===== config.mk =====
export PLATFORM = sky130hd
export DESIGN_NAME = snan_quiet_unit
export DESIGN_NICKNAME = d
export VERILOG_FILES = /design/src/rtl/snan_quiet_pkg.sv /design/src/rtl/snan_classify.sv /design/src/rtl/snan_quiet_path.sv /design/src/rtl/snan_quiet_unit.sv
export SDC_FILE = /design/constraint.sdc
export NUM_CORES = 1
export LEC_CHECK = 0
export ABC_CLOCK_PERIOD_IN_PS = 1300
export BUFFER_PORTS_ARGS = -buffer_cell sky130_fd_sc_hd__buf_2
export CAP_MARGIN = 20
export CORE_ASPECT_RATIO = 1.1
export CORE_MARGIN = 3
export CORE_UTILIZATION = 32
export DETAILED_ROUTE_END_ITERATION = 6
export PLACE_DENSITY = 0.85
export SLEW_MARGIN = 20
export SYNTH_ARGS = -nofsm -noshare
export SYNTH_HDL_FRONTEND = slang
export SYNTH_SLANG_ARGS = --single-unit

===== constraint.sdc =====
create_clock -name vclk -period 1.3
set_input_delay 0.195 -clock vclk [all_inputs]
set_output_delay 0.195 -clock vclk [all_outputs]
set_load 0.02 [all_outputs]

===== src/rtl/snan_quiet_pkg.sv =====
package snan_quiet_pkg;
  localparam int unsigned DEF_EXP_W  = 8;
  localparam int unsigned DEF_FRAC_W = 23;

  typedef enum logic [1:0] {
    ACT_PASS     = 2'd0,
    ACT_QUIET    = 2'd1,
    ACT_DEFAULT  = 2'd2
  } nan_act_e;
endpackage


===== src/rtl/snan_classify.sv =====
module snan_classify #(
  parameter int unsigned FRAC_W = snan_quiet_pkg::DEF_FRAC_W
) (
  input  logic [FRAC_W-1:0] frac_i,
  output logic              sig_o,
  output logic              rest_zero_o
);
  // signaling when top fraction bit set (inverted polarity)
  assign sig_o       = frac_i[FRAC_W-1];
  assign rest_zero_o = ~|frac_i[FRAC_W-2:0];
endmodule


===== src/rtl/snan_quiet_path.sv =====
module snan_quiet_path #(
  parameter int unsigned EXP_W  = snan_quiet_pkg::DEF_EXP_W,
  parameter int unsigned FRAC_W = snan_quiet_pkg::DEF_FRAC_W,
  localparam int unsigned WORD_W = 1 + EXP_W + FRAC_W
) (
  input  logic [WORD_W-1:0] word_i,
  output logic [WORD_W-1:0] quiet_o,
  output logic [WORD_W-1:0] dflt_o
);
  logic [FRAC_W-1:0] sig_mask;
  assign sig_mask = {1'b1, {(FRAC_W-1){1'b0}}};

  assign quiet_o = {word_i[WORD_W-1:FRAC_W], word_i[FRAC_W-1:0] & ~sig_mask};
  // default NaN: positive, exp all ones, fraction all ones below the signaling bit
  assign dflt_o  = {1'b0, {EXP_W{1'b1}}, 1'b0, {(FRAC_W-1){1'b1}}};
endmodule


===== src/rtl/snan_quiet_unit.sv =====
module snan_quiet_unit #(
  parameter int unsigned EXP_W  = snan_quiet_pkg::DEF_EXP_W,
  parameter int unsigned FRAC_W = snan_quiet_pkg::DEF_FRAC_W,
  localparam int unsigned WORD_W = 1 + EXP_W + FRAC_W
) (
  input  logic [WORD_W-1:0] op_i,
  input  logic              trap_en_i,
  output logic [WORD_W-1:0] res_o,
  output logic              invalid_o
);
  import snan_quiet_pkg::*;

  logic              is_sig;
  logic              rest_zero;
  logic [WORD_W-1:0] quiet_w;
  logic [WORD_W-1:0] dflt_w;
  nan_act_e          act;

  snan_classify #(.FRAC_W(FRAC_W)) u_cls (
    .frac_i      (op_i[FRAC_W-1:0]),
    .sig_o       (is_sig),
    .rest_zero_o (rest_zero)
  );

  snan_quiet_path #(.EXP_W(EXP_W), .FRAC_W(FRAC_W)) u_qp (
    .word_i  (op_i),
    .quiet_o (quiet_w),
    .dflt_o  (dflt_w)
  );

  always_comb begin
    act = ACT_PASS;
    if (is_sig && !trap_en_i) act = rest_zero ? ACT_DEFAULT : ACT_QUIET;
  end

  always_comb begin
    unique case (act)
      ACT_QUIET:   res_o = quiet_w;
      ACT_DEFAULT: res_o = dflt_w;
      default:     res_o = op_i;
    endcase
  end

  assign invalid_o = is_sig;
endmodule


==> results.md, run 1 <==
- Area share of the largest cell type after synthesis: 72.8%
- Die width: 42.3 µm
- GPL Wtd Cong: 0.693
- Ports: 66
- GRT repair_timing worst endpoint: res_o[0]
- Synthesized cell area: 464 µm²
- Area leader, netlist: o21bai_2
- Post-synthesis average cell area: 9.88 µm²
- Site row count: 13
- Initial Utilization: 36.6%
- Port Buf Inserts: 66
- Worst ep type: top-level output
- Yosys warning count: 0
- Synth Instances: 47
- Netlist cell types: 10
- Failing step: global routing (5_1_grt)
- Hold Buf Count CTS: 0
- DP Cell Count: 127
- Ranking of synthesized cells by area: o21bai_2 (73%), buf_6 (7.3%), nor4_1 (6.7%)
- Synthesized net count: 80
- Die Y: 45.9 µm
- Sequential area share after synthesis: 0%
- Status: stopped before the end
- Error: [ERROR DPL-0038] Utilization greater than 100%, impossible to legalize
- Largest net degree at the start of global routing: 20
- Placed cell area: 827 µm²
## metrics by stage
stage,util (%),setup slack [ns]
after global placement,65.2,-0.306
after detailed placement,65.2,-0.402
after CTS,93.6,-0.260
after floorplan,-,-0.0311
## cells by family after synthesis
family,count (synthesis),share of synthesized area (%)
simple gates,9,13.5
buf+inv,7,12.1
compound gates,31,74.4
## timing repair
action / 4_1_cts
hold endpoints to repair: 0
cloned: 2
pin swaps: 15
resized for setup: 74
endpoints found under the setup margin: 31
setup buffers: 2
## synth_stat cells, drive strengths merged
library cell  instances
o21bai               30
and2                  1
buf                   7
nand4                 1
nor4b                 1
nor4                  5
nand2                 1
o21a                  1
==> inputs of run 2 (changes only) <==
CORE_AREA = 3 3 64 66   (was default)
CORE_ASPECT_RATIO = default   (was 1.1)
CORE_MARGIN = default   (was 3)
CORE_UTILIZATION = default   (was 32)
DIE_AREA = 0 0 67 69   (was default)
PLACE_DENSITY = default   (was 0.85)
PLACE_DENSITY_LB_ADDON = 0.15   (was default)
==> run 2 against run 1 <==
Effect of this change:
- the flow now finishes, with violations (negative setup slack)
- area after synthesis did not move
- synthesized cell count is the same
==> results.md, run 2 <==
- Ranking of synthesized cells by area: o21bai_2 (73%), buf_6 (7.3%), nor4_1 (6.7%)
- Die width: 67 µm
- Grt peak-use layer: met2
- CP max stage delay: 0.26 ns
- Synth Instances: 47
- Final Hold Vio Count: 0
- Vias in the first global route: 585
- Dpl hpwl: 1530 µm
- Final Power: 411 µW
- Sequential area share after synthesis: 0%
- First-pass GRT wire length: 2590 µm
- Area leader, netlist: o21bai_2
- Final WL: 2490 µm
- Most common cell in the netlist: o21bai_2
- Status: finished with violations
- Slew @ Worst Pin: 0.355 ns
- Routing usage on met3: 0.163%
- Die Y: 69 µm
- CP top delay family: buffers and inverters
- Pwr dens: 256 nW/µm²
- Netlist cell types: 10
- Fin nets: 155
- Slowest CP cell: nor4_4
- Most frequent CP cell: buf_6
- Final min period: 1.53 ns
- Overflow after GRT: 0
- Max Slew Vio Count: 0
- Hold Path Class: in -> out
- CLK BUF: 0
- Largest net degree at the start of global routing: 20
- Synthesized cell area: 464 µm²
- Post-synthesis average cell area: 9.88 µm²
- Iter 0 DRT Violations: 2
- Initial Utilization: 12.8%
- Crit share post-route: 118%
- CP Data Required Time: 1.11 ns
- Layout area overhead: 246%
- Port Buf Inserts: 66
- Drt drc: 0
- GPL Wtd Cong: 0.637
- DR pass1 iterations: 3
- Most frequent cells in the layout: buf_6 (41), o21bai_4 (27), buf_2 (26), nor4_4 (5), clkbuf_16 (5)
- Leak Pwr: 0.656 nW
- Site row count: 22
- Post-synthesis xor/xnor area fraction: 0%
- Antenna viol nets, final: 0
- DIE AREA: 4620 µm²
- Routed vias/inst: 4.23
- CORE AREA: 3630 µm²
- Synth Area in Simple Gates: 13.5%
- Max-Slew Margin vs Limit: 76.2%
- Hold Crit Start: op_i[22]
- Final setup vio count: 31
- Met2 usage: 12.9%
- Layout cell share with drive strength beyond 1: 97.5%
- Complex-gate fraction of the synthesized area: 74.4%
- Max Cap Viol: 0
- Sequential cell count: 0
- CP arrival: 1.33 ns
- Hold endpoint: invalid_o
- Startpoint class of the critical path: input pin
- Peak supply drop: 0.102 mV
- Seq. cell area: 0 µm²
- Vias: 711
- RSZ-0062 raised after global routing: yes
- Ant diodes: 0
- Failing checks: negative setup slack
- Wire length per cell: 14.8 µm
- Yosys warning count: 0
- Area share of the largest cell type after synthesis: 72.8%
- CP Class: in -> out
- Crit-path max FO: 6
- Met1 Usage GRT: 8.11%
- Cells along the critical path: buf_2, nor4_4, nand4_1, buf_6, buf_12, o21a_1, buf_6
- Buf/Inv on CP: 4
- Synthesized net count: 80
- Largest family of logic cells by synthesized area: compound AO/OA/AOI/OAI gates
- Global-route usage over all layers: 6.56%
- Synth Area in Adders: 0%
- Initial antenna violation count: 0
- Hold depth: 2
- Synth top cells by count: o21bai_2 (30), nor4_1 (5), buf_2 (3), buf_6 (3)
- Peak Freq: 0.654 GHz
- Most common cell after layout, fill and taps aside: buf_6
- Ports: 66
- Util after Layout: 44.2%
- Worst Setup End Kind: output port
- # fillers: 342
- Worst setup margin: -0.228 ns
- Multiplexer share of the synthesized area: 0%
==> run 2: kinds of logic (layout without fill, tap and decap cells) <==
group                  count (synthesis)  after routing
AO/OA/AOI/OAI                         31             31
buffers and inverters                  7             80
AND/OR/NAND/NOR                        9              9
==> run 2: area by class of cell <==
type                            count  area [µm²]  share of cell area [%]
Timing Repair Buffer               80         835                    52.0
Multi-Input combinational cell     40         711                    44.3
Tap cell                           48        60.1                    3.74
==> run 2: worst max path at each step <==
stage                  start        end  slack, ns  cells after the start
detailed placement   op_i[6]  res_o[31]      -0.37                      6
global route         op_i[2]  res_o[21]      -0.28                      7
floorplan            op_i[6]   res_o[0]      -0.03                      4
finish               op_i[7]  res_o[31]      -0.23                      7
CTS                 op_i[18]  res_o[31]      -0.30                      7
global placement     op_i[6]  res_o[31]      -0.39                      6
==> run 2: per-stage QoR <==
stage	hold slack (ns)	cell area, µm²	setup TNS, ns	cells	worst slack (ns)
after CTS	0.638	882	-8.66	161	-0.304
after global placement	0.635	866	-10.60	161	-0.386
after global routing	0.657	1610	-7.94	168	-0.276
after detailed placement	0.638	866	-10.02	161	-0.371
after floorplan	0.503	464	-0.934	47	-0.0311
final	0.639	1610	-6.19	168	-0.228
==> run 2: power by group <==
| part | internal (mW) | switching [mW] | total [mW] |
|---|---|---|---|
| Clock | 0 | 0 | 0 |
| Combinational | 0.246 | 0.164 | 0.411 |
| Sequential | 0 | 0 | 0 |
| Total | 0.246 | 0.164 | 0.411 |
==> run 2: what timing repair did <==
item | 4_1_cts | 5_1_grt
setup buffers | 0 | 1
resized for setup | 3 | 126
cloned | 0 | 7
endpoints found under the setup margin | 31 | 31
pin swaps | 0 | 32
hold buffers | 0 | 0
endpoints found under the hold margin | 0 | 0
==> run 2: routing by layer <==
| layer | share of wire [%] | vias up |
|---|---|---|
| met5 | 0 | - |
| met4 | 0 | 0 |
| met3 | 6.2 | 0 |
| met2 | 59 | 36 |
| met1 | 35 | 341 |
| li1 | - | 334 |
Power figures use the tool's default switching activity.
